### config.mk
export PLATFORM = sky130hd
export DESIGN_NAME = modbuf_timer
export DESIGN_NICKNAME = d
export VERILOG_FILES = /design/src/rtl/modbuf_pkg.sv /design/src/rtl/modbuf_modreg.sv /design/src/rtl/modbuf_counter.sv /design/src/rtl/modbuf_flag.sv /design/src/rtl/modbuf_timer.sv
export SDC_FILE = /design/constraint.sdc
export NUM_CORES = 1
export LEC_CHECK = 0
export CAP_MARGIN = 40
export CORE_UTILIZATION = 40
export CTS_CLUSTER_DIAMETER = 120
export DETAILED_ROUTE_END_ITERATION = 10
export HOLD_SLACK_MARGIN = 0.12
export SYNTH_ARGS = -nofsm -noshare
export SYNTH_HDL_FRONTEND = slang
export SYNTH_SLANG_ARGS = --single-unit
### constraint.sdc
create_clock -name clk -period 2.7 [get_ports clk]
set_input_delay 0.54 -clock clk [delete_from_list [all_inputs] [get_ports clk]]
set_output_delay 0.54 -clock clk [all_outputs]
set_load 0.01 [all_outputs]
### src/rtl/modbuf_pkg.sv
package modbuf_pkg;

  typedef enum logic {
    DIR_UP   = 1'b0,
    DIR_DOWN = 1'b1
  } dir_t;

  typedef struct packed {
    logic updown;
    logic edge_flag;
  } mode_t;

endpackage

### src/rtl/modbuf_modreg.sv
module modbuf_modreg #(
  parameter int CW = 16
) (
  input  logic          clk,
  input  logic          rst,
  input  logic          we,
  input  logic [CW-1:0] wdata,
  input  logic          load,
  input  logic          hold,
  output logic [CW-1:0] active
);

  localparam logic [CW-1:0] ONE = CW'(1);

  logic [CW-1:0] staging;
  logic [CW-1:0] wval;

  assign wval = (wdata == '0) ? ONE : wdata;

  always_ff @(posedge clk) begin
    if (rst) begin
      staging <= ONE;
    end else if (we) begin
      staging <= wval;
    end
  end

  always_ff @(posedge clk) begin
    if (rst) begin
      active <= ONE;
    end else if (load && !hold) begin
      active <= staging;
    end
  end

  assert_load_copies_R4: assert property (@(posedge clk) disable iff (rst)
    (load && !hold) |=> (active == $past(staging)));

  assert_hold_keeps_R6: assert property (@(posedge clk) disable iff (rst)
    hold |=> $stable(active));

  assert_no_midcycle_change_R5: assert property (@(posedge clk) disable iff (rst)
    !load |=> $stable(active));

  assert_never_zero_R10: assert property (@(posedge clk) disable iff (rst)
    we |=> (staging != '0));

endmodule

### src/rtl/modbuf_counter.sv
module modbuf_counter
  import modbuf_pkg::*;
#(
  parameter int CW = 16
) (
  input  logic          clk,
  input  logic          rst,
  input  logic          updown,
  input  logic [CW-1:0] modv,
  output logic [CW-1:0] cnt,
  output logic          at_one,
  output logic          match
);

  localparam logic [CW-1:0] ONE = CW'(1);
  localparam logic [CW-1:0] TWO = CW'(2);

  dir_t          dir, dir_nx;
  logic [CW-1:0] cnt_nx;
  logic          at_top;

  assign at_one = (cnt == ONE);
  assign at_top = (cnt >= modv);
  assign match  = (cnt == modv);

  always_comb begin
    cnt_nx = cnt;
    dir_nx = dir;
    if (!updown) begin
      dir_nx = DIR_UP;
      cnt_nx = at_top ? ONE : cnt + ONE;
    end else if (at_one) begin
      dir_nx = DIR_UP;
      cnt_nx = (modv > ONE) ? TWO : ONE;
    end else if (dir == DIR_UP) begin
      if (at_top) begin
        dir_nx = DIR_DOWN;
        cnt_nx = cnt - ONE;
      end else begin
        cnt_nx = cnt + ONE;
      end
    end else begin
      cnt_nx = cnt - ONE;
    end
  end

  always_ff @(posedge clk) begin
    if (rst) begin
      cnt <= ONE;
      dir <= DIR_UP;
    end else begin
      cnt <= cnt_nx;
      dir <= dir_nx;
    end
  end

  assert_cnt_nonzero_R2: assert property (@(posedge clk) disable iff (rst)
    cnt != '0);

  assert_up_wrap_R2: assert property (@(posedge clk) disable iff (rst)
    (!updown && (cnt >= modv)) |=> (cnt == ONE));

  assert_down_step_R3: assert property (@(posedge clk) disable iff (rst)
    (updown && dir == DIR_DOWN && !at_one) |=> (cnt == $past(cnt) - ONE));

  assert_unit_hold_R9: assert property (@(posedge clk) disable iff (rst)
    (at_one && modv == ONE) |=> (cnt == ONE));

endmodule

### src/rtl/modbuf_flag.sv
module modbuf_flag (
  input  logic clk,
  input  logic rst,
  input  logic match,
  input  logic at_one,
  input  logic edge_flag,
  input  logic clr,
  output logic flag
);

  logic set_evt;

  assign set_evt = match || (edge_flag && at_one);

  always_ff @(posedge clk) begin
    if (rst) begin
      flag <= 1'b0;
    end else if (set_evt) begin
      flag <= 1'b1;
    end else if (clr) begin
      flag <= 1'b0;
    end
  end

  assert_set_wins_R8: assert property (@(posedge clk) disable iff (rst)
    set_evt |=> flag);

  assert_clear_R8: assert property (@(posedge clk) disable iff (rst)
    (clr && !set_evt) |=> !flag);

  assert_sticky_R8: assert property (@(posedge clk) disable iff (rst)
    (flag && !clr) |=> flag);

  assert_boundary_flag_R7: assert property (@(posedge clk) disable iff (rst)
    (edge_flag && at_one) |=> flag);

endmodule

### src/rtl/modbuf_timer.sv
module modbuf_timer
  import modbuf_pkg::*;
#(
  parameter int CW = 16
) (
  input  logic          clk,
  input  logic          rst,
  input  logic          stage_we,
  input  logic [CW-1:0] stage_data,
  input  logic          mode_updown,
  input  logic          mode_edge_flag,
  input  logic          upd_hold,
  input  logic          flag_clr,
  output logic [CW-1:0] count,
  output logic [CW-1:0] modulus,
  output logic          flag
);

  mode_t mode;
  logic  at_one;
  logic  match;

  assign mode.updown    = mode_updown;
  assign mode.edge_flag = mode_edge_flag;

  modbuf_modreg #(.CW(CW)) u_modreg (
    .clk   (clk),
    .rst   (rst),
    .we    (stage_we),
    .wdata (stage_data),
    .load  (at_one),
    .hold  (upd_hold),
    .active(modulus)
  );

  modbuf_counter #(.CW(CW)) u_counter (
    .clk   (clk),
    .rst   (rst),
    .updown(mode.updown),
    .modv  (modulus),
    .cnt   (count),
    .at_one(at_one),
    .match (match)
  );

  modbuf_flag u_flag (
    .clk      (clk),
    .rst      (rst),
    .match    (match),
    .at_one   (at_one),
    .edge_flag(mode.edge_flag),
    .clr      (flag_clr),
    .flag     (flag)
  );

  assert_reset_state_R1: assert property (@(posedge clk)
    rst |=> (count == CW'(1) && modulus == CW'(1) && !flag));

  assert_match_flag_R7: assert property (@(posedge clk) disable iff (rst)
    (count == modulus) |=> flag);

endmodule

# After elaboration in Yosys (flattened, before gate mapping)
# Cells that the tools add are included.
# W data, S select, Z words.
[classes]
addsub = 2
n_lt_le_gt_ge = 2
bitwise_logic = 1
eq_ne = 2
n_mux = 11
n_reduce_logical = 7
[op_table]
columns = ["cell", "count"]
rows = [
  ["$mux W16", 6],
  ["$add A16 B1 Y16 const B", 1],
  ["$eq A16 B1 Y1 const B", 1],
  ["$eq A16 B16 Y1", 1],
  ["$ge A16 B16 Y1", 1],
  ["$gt A16 B1 Y1 const B", 1],
  ["$logic_not A16 Y1", 1],
  ["$sub A16 B1 Y16 const B", 1],
  ["$mux W1", 4],
  ["$reduce_or A3 Y1", 1],
  ["$logic_and A1 B1 Y1", 2],
  ["$mux W2", 1],
  ["$reduce_bool A2 Y1", 1],
  ["$logic_not A1 Y1", 1],
  ["$logic_or A1 B1 Y1", 1],
  ["$not A1 Y1", 1],
]
[totals]
output_inout_bits = 33
input_bits = 23
word_cells = 30
reg_bits = 50

# Logic depth before layout (Yosys ltp)
# Gate-level depths: netlist (run 1).
[logic_depth]
depth_word = 5
depth_mapped = 11
mapped_depth_nobuf = 10

# By module
# Synthesis (run 1) repeated with hierarchy kept, for this count alone.
[hier_totals]
cells_unflattened = 347
hier_area_um2 = 2986.6
[by_module_without_submodules]
columns = ["mod", "seq_area_each_um2", "n_inst", "cells_per_inst", "area_per_inst_um2"]
rows = [
  ["modbuf_counter", 340.3, 1, 213, 1717.9],
  ["modbuf_modreg", 640.6, 1, 130, 1217.4],
  ["modbuf_flag", 20.0, 1, 4, 51.3],
]

# Worst setup path before layout (run 1)
# No wires, ideal clock.
[synth_path]
path_kind = "register to register"
from = "reg u_counter.cnt[11]"
to = "reg u_counter.cnt[6]"
synth_period_minus_slack_ns = 2.376
t_required_ns = 2.585
setup_time_ns = 0.115
arrival_time_ns = 2.262
setup_slack_ns = 0.324
stages_incl_launch_ff = 10
cell_sequence = "dfxtp_1 > ha_1 > nand4_1 > nor2_1 > a21oi_1 > nand3_2 > o211ai_4 > inv_4 > a221o_1 > o21a_1"
[synth_between]
elab_chain_len = 5
word_cells_on_any_way = 7
cone_classes = "order compare (1); eq/ne (1); mux (5)"
[synth_lines]
columns = ["item", "line_no", "source"]
rows = [
  ["start: declaration", "modbuf_counter.sv:10", "output logic [CW-1:0] cnt,"],
  ["start signal: assignment", "modbuf_counter.sv:52", "cnt <= cnt_nx;"],
  ["$ge A16 B16 Y1", "modbuf_counter.sv:23", "assign at_top = (cnt >= modv);"],
  ["$mux W16", "modbuf_counter.sv:36", "if (at_top) begin"],
  ["$mux W16", "modbuf_counter.sv:35", "end else if (dir == DIR_UP) begin"],
  ["$mux W16", "modbuf_counter.sv:32", "end else if (at_one) begin"],
  ["$mux W16 *", "modbuf_counter.sv:29", "if (!updown) begin"],
]
# Every way passes the cells marked *; elsewhere a longest branch is shown, timed or not.
# A chain may end at the register's enable or synchronous reset.

# Worst setup path in the final report (run 1)
[layout_path]
from = "reg u_counter.cnt[15]"
to = "reg u_counter.cnt[6]"
# Same word-level chain as after synthesis.

==> results of run 1 <==
==> power breakdown <==
group | total [W] | switching [W] | internal, W
logic | 0.00235 | 0.00134 | 0.00102
clock network | 0.000468 | 0.000280 | 0.000188
registers | 0.000992 | 0.000129 | 0.000863
==> worst reg2reg max path: stages (launching register included) <==
cell	delay, ps
dfxtp_1	490
ha_1	320
a21oi_1	140
o21ai_0	140
a21oi_1	290
nand3_2	200
o211ai_4	230
inv_4	130
a221o_1	330
o21a_1	100
==> cell type report <==
cell class	count	area [sq um]	area share, %
multi-input cells	260	1740	47.0
flip-flops and latches	50	1000	27.1
repair buffers	71	671	18.1
well taps	96	120	3.25
inverters	20	77.6	2.10
clock buffers	5	68.8	1.86
clock inverters	3	22.5	0.609
==> sequential cells by signal (all words and copies together) (netlist names) <==
register,flops
u_counter.cnt,16
u_modreg.active,16
u_modreg.staging,16
u_counter.dir,1
u_flag.flag,1
==> per-layer routing <==
metal	share of wire [%]	GRT usage (%)	wire, um
met1	45	26.6	3300
met2	48	33.0	3520
met3	6.2	4.45	451
met4	0.56	4.77	41
met5	0	0	0
==> worst max path at each step <==
stage / start / to / depth (start not counted)
6_report: u_counter.cnt[15]$_SDFF_PP0_ / u_counter.cnt[6]$_SDFF_PP0_ / 9
5_1_grt: u_counter.cnt[15]$_SDFF_PP0_ / u_counter.cnt[13]$_SDFF_PP0_ / 9
4_1_cts: u_modreg.active[13]$_SDFFE_PP0P_ / u_counter.cnt[3]$_SDFF_PP0_ / 10
3_5_place_dp: u_counter.cnt[10]$_SDFF_PP0_ / u_counter.cnt[6]$_SDFF_PP0_ / 9
3_3_place_gp: u_counter.cnt[1]$_SDFF_PP0_ / u_counter.cnt[3]$_SDFF_PP0_ / 8
2_1_floorplan: u_counter.cnt[11]$_SDFF_PP0_ / u_counter.cnt[6]$_SDFF_PP0_ / 9
==> metrics by stage <==
| step | total power (W) | setup slack, ps | hold WS (ps) | util [%] | area, sq um |
|---|---|---|---|---|---|
| 2_1_floorplan | 0.00271 | 324 | 436 | - | 2910 |
| 4_1_cts | 0.00383 | 226 | 470 | 53.6 | 3700 |
| 3_5_place_dp | 0.00334 | 282 | 450 | 52.2 | 3610 |
| 5_1_grt | 0.00412 | 34.4 | 486 | 53.6 | 3700 |
| 6_report | 0.00381 | 229 | 467 | 53.6 | 3700 |
| 3_3_place_gp | 0.00333 | 303 | 447 | 52.2 | 3610 |
==> synthesized netlist by cell type (3+ instances only) <==
library cell  instances  area share, %
dfxtp_1              50             34
nand2_1              49            6.3
a21oi_1              40            6.9
nor2_1               32            4.1
ha_1                 19            8.2
inv_1                19            2.5
mux2i_1              15            5.2
o21ai_0               9            1.5
nor3_1                8            1.4
nor4_1                8            1.7
a221oi_1              7            2.1
clkbuf_1              6           0.77
nand3_1               6            1.0
buf_2                 5           0.86
and3_1                4           0.86
or2_2                 4           0.86
a22oi_1               3           0.77
and4_1                3           0.90
buf_6                 3            1.2
nand2b_1              3           0.64
o22ai_1               3           0.64
==> cell families (layout without fill, tap and decap cells) <==
| family | Yosys count | after routing | synth area share, % |
|---|---|---|---|
| compound gates | 84 | 84 | 19.6 |
| xor+xnor | 4 | 4 | 1.20 |
| fa+ha+maj | 19 | 19 | 8.17 |
| buf+inv | 36 | 99 | 5.85 |
| flops | 50 | 50 | 34.4 |
| mux | 15 | 15 | 5.16 |
| simple gates | 138 | 138 | 25.6 |
==> impl_results.md, run 1 <==
* Outcome: completed
* Tmin final at 2470 ps
* Total number of vias at 2645
* Residual DRC count at 0
* Most used cell, CP: a21oi_1
* Worst path cell trace: ha_1 -> a21oi_1 -> o21ai_0 -> a21oi_1 -> nand3_2 -> o211ai_4 -> inv_4 -> a221o_1 -> o21a_1
* Worst hold start: u_modreg.staging[2]$_SDFFE_PP0P_
* R2R setup slack at 230 ps
* Layout area overhead at 27.1%
* Avg Cell Area, Syn at 8.41 sq um
* YS warnings at 0
* Cts bufs inserted at 5
* Post-Route WL at 7300 um
* Top FF cell, synth: dfxtp_1
* Diode count at 0
* RSZ-0062 raised after global routing: false
* R2r startpoint: u_counter.cnt[15]$_SDFF_PP0_
* R2R cell count at 9
* Crit path capture type: register
* GRT Util Overall at 20.1%
* CTS max path bufs at 2
* Antenna Violating Nets Remaining at 0
* Initial DRC count at 124
* Post-synth EDFFs at 0
* Setup-failing EPs final at 0
* Boundary Pins at 56
* Hold Crit Endpoint: u_modreg.active[2]$_SDFFE_PP0P_
* Post-CTS Setup Bufs at 0
* Register area share after synthesis at 34.4%
* Crit Path Category: register to register
* Final Hold Fails at 0
* Hold/Removal Path Class: register to register
* Critical Path Start Type: register
* Fin crit share at 91.5%
* Slew Limit Headroom at 60.7%
* GRT overflow at 0
* Num rows at 30
* Resize count post-CTS at 0
* Share of synthesized registers carrying an async set or reset at 0%
* Core area at 0.00691 sq mm
* Clock Skew at 6.45 ps
* Dpl cells at 497
* Worst path arrival time at 2680 ps
* Commonest non-fill, non-tap cell in the layout: clkdlybuf4s50_1
* Power Dens Cells at 1030 mW/mm^2
* Die ar. at 0.00762 sq mm
* Drt via density at 5.24
* CTS tree: done
* Clock Sinks at 50
* DP HPWL at 5570 um
* Hold path cells at 2
* NumNets Final at 450
* Number of slew-limit violations in the final report at 0
* I/O Buffers at 55
* First-pass GRT wire length at 11900 um
* Clk slew on worst S/H paths at 100 ps
* Clock H-tree levels at 2
* Critical-path top delay cell: dfxtp_1
* Commonest cells after routing, fill and taps aside: clkdlybuf4s50_1 (55), dfxtp_1 (50), nand2_1 (49)
* Root Buffer Master: clkbuf_8
* Largest net degree at the start of global routing at 36
* Routed len/inst at 14.5 um
* Clock Latency Late Sink at 310 ps
* # fillers at 667
* Slew at the pin with the worst max-slew slack at 588 ps
* Mapped Area at 0.00291 sq mm
* Peak Freq at 405 MHz
* Netlist cell types at 61
* Setup_tns at 0 ps
* Cells after Synth at 346
* Initial antenna violation count at 0
* Die width at 87.3 um
* Cell family with most CP delay: compound AO/OA/AOI/OAI gates
* GP Congestion at 0.771
* WP data required at 2910 ps
* Max_cap viols at 0
* Pleak at 1.43 nW
* Final non-filler cell total at 505
* Post-CTS Hold Fix Bufs at 0
* Die height at 87.3 um
* Vias in the first global route at 2473
* Starting density of the core at 42.1%
* TritonRoute pass-1 iters at 4
* Reg2reg end: u_counter.cnt[6]$_SDFF_PP0_
* VDD IR max at 0.000470 V
* CP bufs+invs at 1
* Layout cells sized above 1 at 12.2%
* Crit path largest cell delay at 490 ps
* Max FO, Critical Path at 19
* Yosys reg bits at 50
* Synthesized Nets at 388
Note: power is estimated with default switching activity, not from simulation.
==> run 2: changes to the inputs <==
--- a/config.mk
+++ b/config.mk
@@ -9,7 +9,7 @@
 export CORE_UTILIZATION = 40
 export CTS_CLUSTER_DIAMETER = 120
 export DETAILED_ROUTE_END_ITERATION = 10
-export HOLD_SLACK_MARGIN = 0.12
+export HOLD_SLACK_MARGIN = 0.06
 export SYNTH_ARGS = -nofsm -noshare
 export SYNTH_HDL_FRONTEND = slang
 export SYNTH_SLANG_ARGS = --single-unit
==> results of run 2 <==
Final layout, timing and power as in run 1 (identical DEF).
==> run 3: changes to the inputs <==
--- a/config.mk
+++ b/config.mk
@@ -5,11 +5,12 @@
 export SDC_FILE = /design/constraint.sdc
 export NUM_CORES = 1
 export LEC_CHECK = 0
-export CAP_MARGIN = 40
-export CORE_UTILIZATION = 40
+export ABC_AREA = 0
+export CORE_UTILIZATION = 52
 export CTS_CLUSTER_DIAMETER = 120
 export DETAILED_ROUTE_END_ITERATION = 10
 export HOLD_SLACK_MARGIN = 0.06
+export PLACE_DENSITY = 0.8
 export SYNTH_ARGS = -nofsm -noshare
 export SYNTH_HDL_FRONTEND = slang
 export SYNTH_SLANG_ARGS = --single-unit
==> run 3 against run 2 <==
Die area fell by 23%. Critical endpoint unchanged. First-iteration DRC count is 46% higher. Core utilization grew 17 points. Sequential cell count unchanged. Worst setup slack lost 51 ps.
==> impl_results.md, run 3 (synthesis results as in run 1) <==
* Outcome: completed
* TritonRoute pass-1 iters at 4 (unchanged)
* Worst path arrival time at 2730 ps (+50 ps)
* Post-Route WL at 7420 um (+1.6%)
* Antenna Violating Nets Remaining at 0 (unchanged)
* VDD IR max at 0.000498 V (+6.1%)
* CTS max path bufs at 2 (unchanged)
* Tmin final at 2520 ps (+50.8 ps)
* Power Dens Cells at 1070 mW/mm^2 (+3.6%)
* Commonest non-fill, non-tap cell in the layout: clkdlybuf4s50_1
* Clk slew on worst S/H paths at 100 ps (about the same)
* DP HPWL at 5440 um (-2.3%)
* Pre-CTS setup slack at 180 ps (-102 ps)
* Sw frac at 44.6% (-1.2 points)
* Root Buffer Master: clkbuf_8
* Critical-path top delay cell: dfxtp_1
* Clock Skew at 5.74 ps (-0.705 ps)
* Final non-filler cell total at 478 (-5.3%)
* Cts bufs inserted at 5 (unchanged)
* Clock H-tree levels at 2 (unchanged)
* Die height at 76.8 um (-12%)
* Pint at 0.00218 W (+5.6%)
* Die width at 76.8 um (-12%)
* Clk pwr share at 14.5% (+2.2 points)
* Total number of vias at 2771 (+4.8%)
* Slew at the pin with the worst max-slew slack at 587 ps (-0.882 ps)
* Clock Sinks at 50 (unchanged)
* Layout area overhead at 26.8%
* Layout cells sized above 1 at 12.3% (+0.030 points)
* Commonest cells after routing, fill and taps aside: clkdlybuf4s50_1 (55), nand2_1 (49), dfxtp_1 (49)
* Num rows at 26 (-13%)
* Worst path cell trace: inv_1 -> ha_1 -> and4_1 -> o31ai_4 -> nand3_2 -> o211ai_4 -> inv_4 -> a221o_1 -> o21a_1
* Drt via density at 5.80 (+11%)
* WP data required at 2910 ps (about the same)
* Final Hold Fails at 0 (unchanged)
* Max_cap viols at 0 (unchanged)
* Crit path capture type: register
* Starting density of the core at 55.6% (+13 points)
* Slew Limit Headroom at 60.5% (-0.26 points)
* Number of slew-limit violations in the final report at 0 (unchanged)
* Initial antenna violation count at 0 (unchanged)
* Setup-failing EPs final at 0 (unchanged)
* GRT overflow at 0 (unchanged)
* Largest net degree at the start of global routing at 35 (-2.8%)
* Largest regs: u_counter.cnt x16, u_modreg.active x16, u_modreg.staging x16
* Die ar. at 0.00590 sq mm (-23%)
* Hold/Removal Path Class: register to register
* Final WS setup at 178 ps (-50.8 ps)
* Critical Path Start Type: register
* Max FO, Critical Path at 19 (unchanged)
* Initial DRC count at 181 (+46%)
* RSZ-0062 raised after global routing: false
* Diode count at 0 (unchanged)
* Residual DRC count at 0 (unchanged)
* Vias in the first global route at 2692 (+8.9%)
* Crit Path Category: register to register
* Worst Hold Margin at 469 ps (+1.17 ps)
* Crit path largest cell delay at 490 ps (about the same)
* Post-CTS Setup Bufs at 0 (unchanged)
* First-pass GRT wire length at 12300 um (+2.9%)
* Combinational Power Share at 60.3% (-1.4 points)
* Fin crit share at 93.4% (+1.9 points)
* Post-CTS Hold Fix Bufs at 0 (unchanged)
* Setup_tns at 0 ps (unchanged)
* Sw power at 0.00176 W (+0.68%)
* CTS tree: done
* Pleak at 1.44 nW (+0.56%)
* Final Util at 70.5% (+17 points)
* NumNets Final at 449 (-0.22%)
* GP Congestion at 0.859 (+11%)
* Dpl cells at 470 (-5.4%)
* Resize count post-CTS at 0 (unchanged)
* Core area at 0.00524 sq mm (-24%)
* Clock Latency Late Sink at 310 ps (about the same)
* Peak Freq at 397 MHz (-2.0%)
* Boundary Pins at 56 (unchanged)
* Routed len/inst at 15.5 um (+7.4%)
* GRT Util Overall at 26.0% (+5.9 points)
* Flop pwr share at 25.1% (-0.9 points)
* I/O Buffers at 55 (unchanged)
run 3: cell types whose count changed in the layout (fill, tap and decap cells not counted), sizes merged:
cell,previous run,this run
buf,16,15
bufinv,0,1
clkbuf,5,6
clkinv,1,0
inv,22,21
run 3: worst paths after layout:
kind,to,start,depth (start not counted),slack (ps)
max,u_counter.cnt[6]$_SDFF_PP0_,u_counter.cnt[0]$_SDFF_PP1_,9,180
min,u_modreg.active[9]$_SDFFE_PP0P_,u_modreg.staging[9]$_SDFFE_PP0P_,2,470
max reg2reg,u_counter.cnt[6]$_SDFF_PP0_,u_counter.cnt[0]$_SDFF_PP1_,9,180
min reg2reg,u_modreg.active[9]$_SDFFE_PP0P_,u_modreg.staging[9]$_SDFFE_PP0P_,2,470
run 3: power by group through the flow:
| stage | Combinational [W] | Sequential, W | Clock, W |
|---|---|---|---|
| 5_1_grt | 0.00259 | 0.00100 | 0.000619 |
| 4_1_cts | 0.00236 | 0.000988 | 0.000578 |
| 6_report | 0.00238 | 0.000991 | 0.000572 |
| 3_5_place_dp | 0.00233 | 0.000999 | 0 |
| 2_1_floorplan | 0.00162 | 0.00109 | 0 |
| 3_3_place_gp | 0.00227 | 0.000997 | 0 |
run 3: critical path: cells and delay by family (launching register included):
family / cells / cell delay (ps)
AOI/OAI and AO/OA: 4 / 950
adders and majority gates: 1 / 310
buffers and inverters: 2 / 270
DFF: 1 / 490
and+or+nand+nor: 2 / 400
run 3: final cells by class:
class | instances | area, sq um
Inverter | 20 | 77.6
Clock buffer | 6 | 82.6
Fill cell | 432 | 1550
Timing Repair Buffer | 70 | 663
Multi-Input combinational cell | 260 | 1740
Sequential cell | 50 | 1000
Clock inverter | 2 | 38.8
Tap cell | 70 | 87.6
run 3: per-stage QoR:
stage	area, sq um	power (W)
final	3690	0.00394
after global routing	3690	0.00422
after CTS	3690	0.00392
after detailed placement	3570	0.00333
after global placement	3570	0.00327
after floorplan	2910	0.00271
run 3: metal layers:
metal / GRT usage, % / vias to the layer above / wire length [um]
li1: - / 1363 / -
met1: 31.2 / 1270 / 3170
met2: 44.1 / 122 / 3630
met3: 5.48 / 16 / 468
met4: 12.1 / 0 / 159
met5: 0 / - / 0
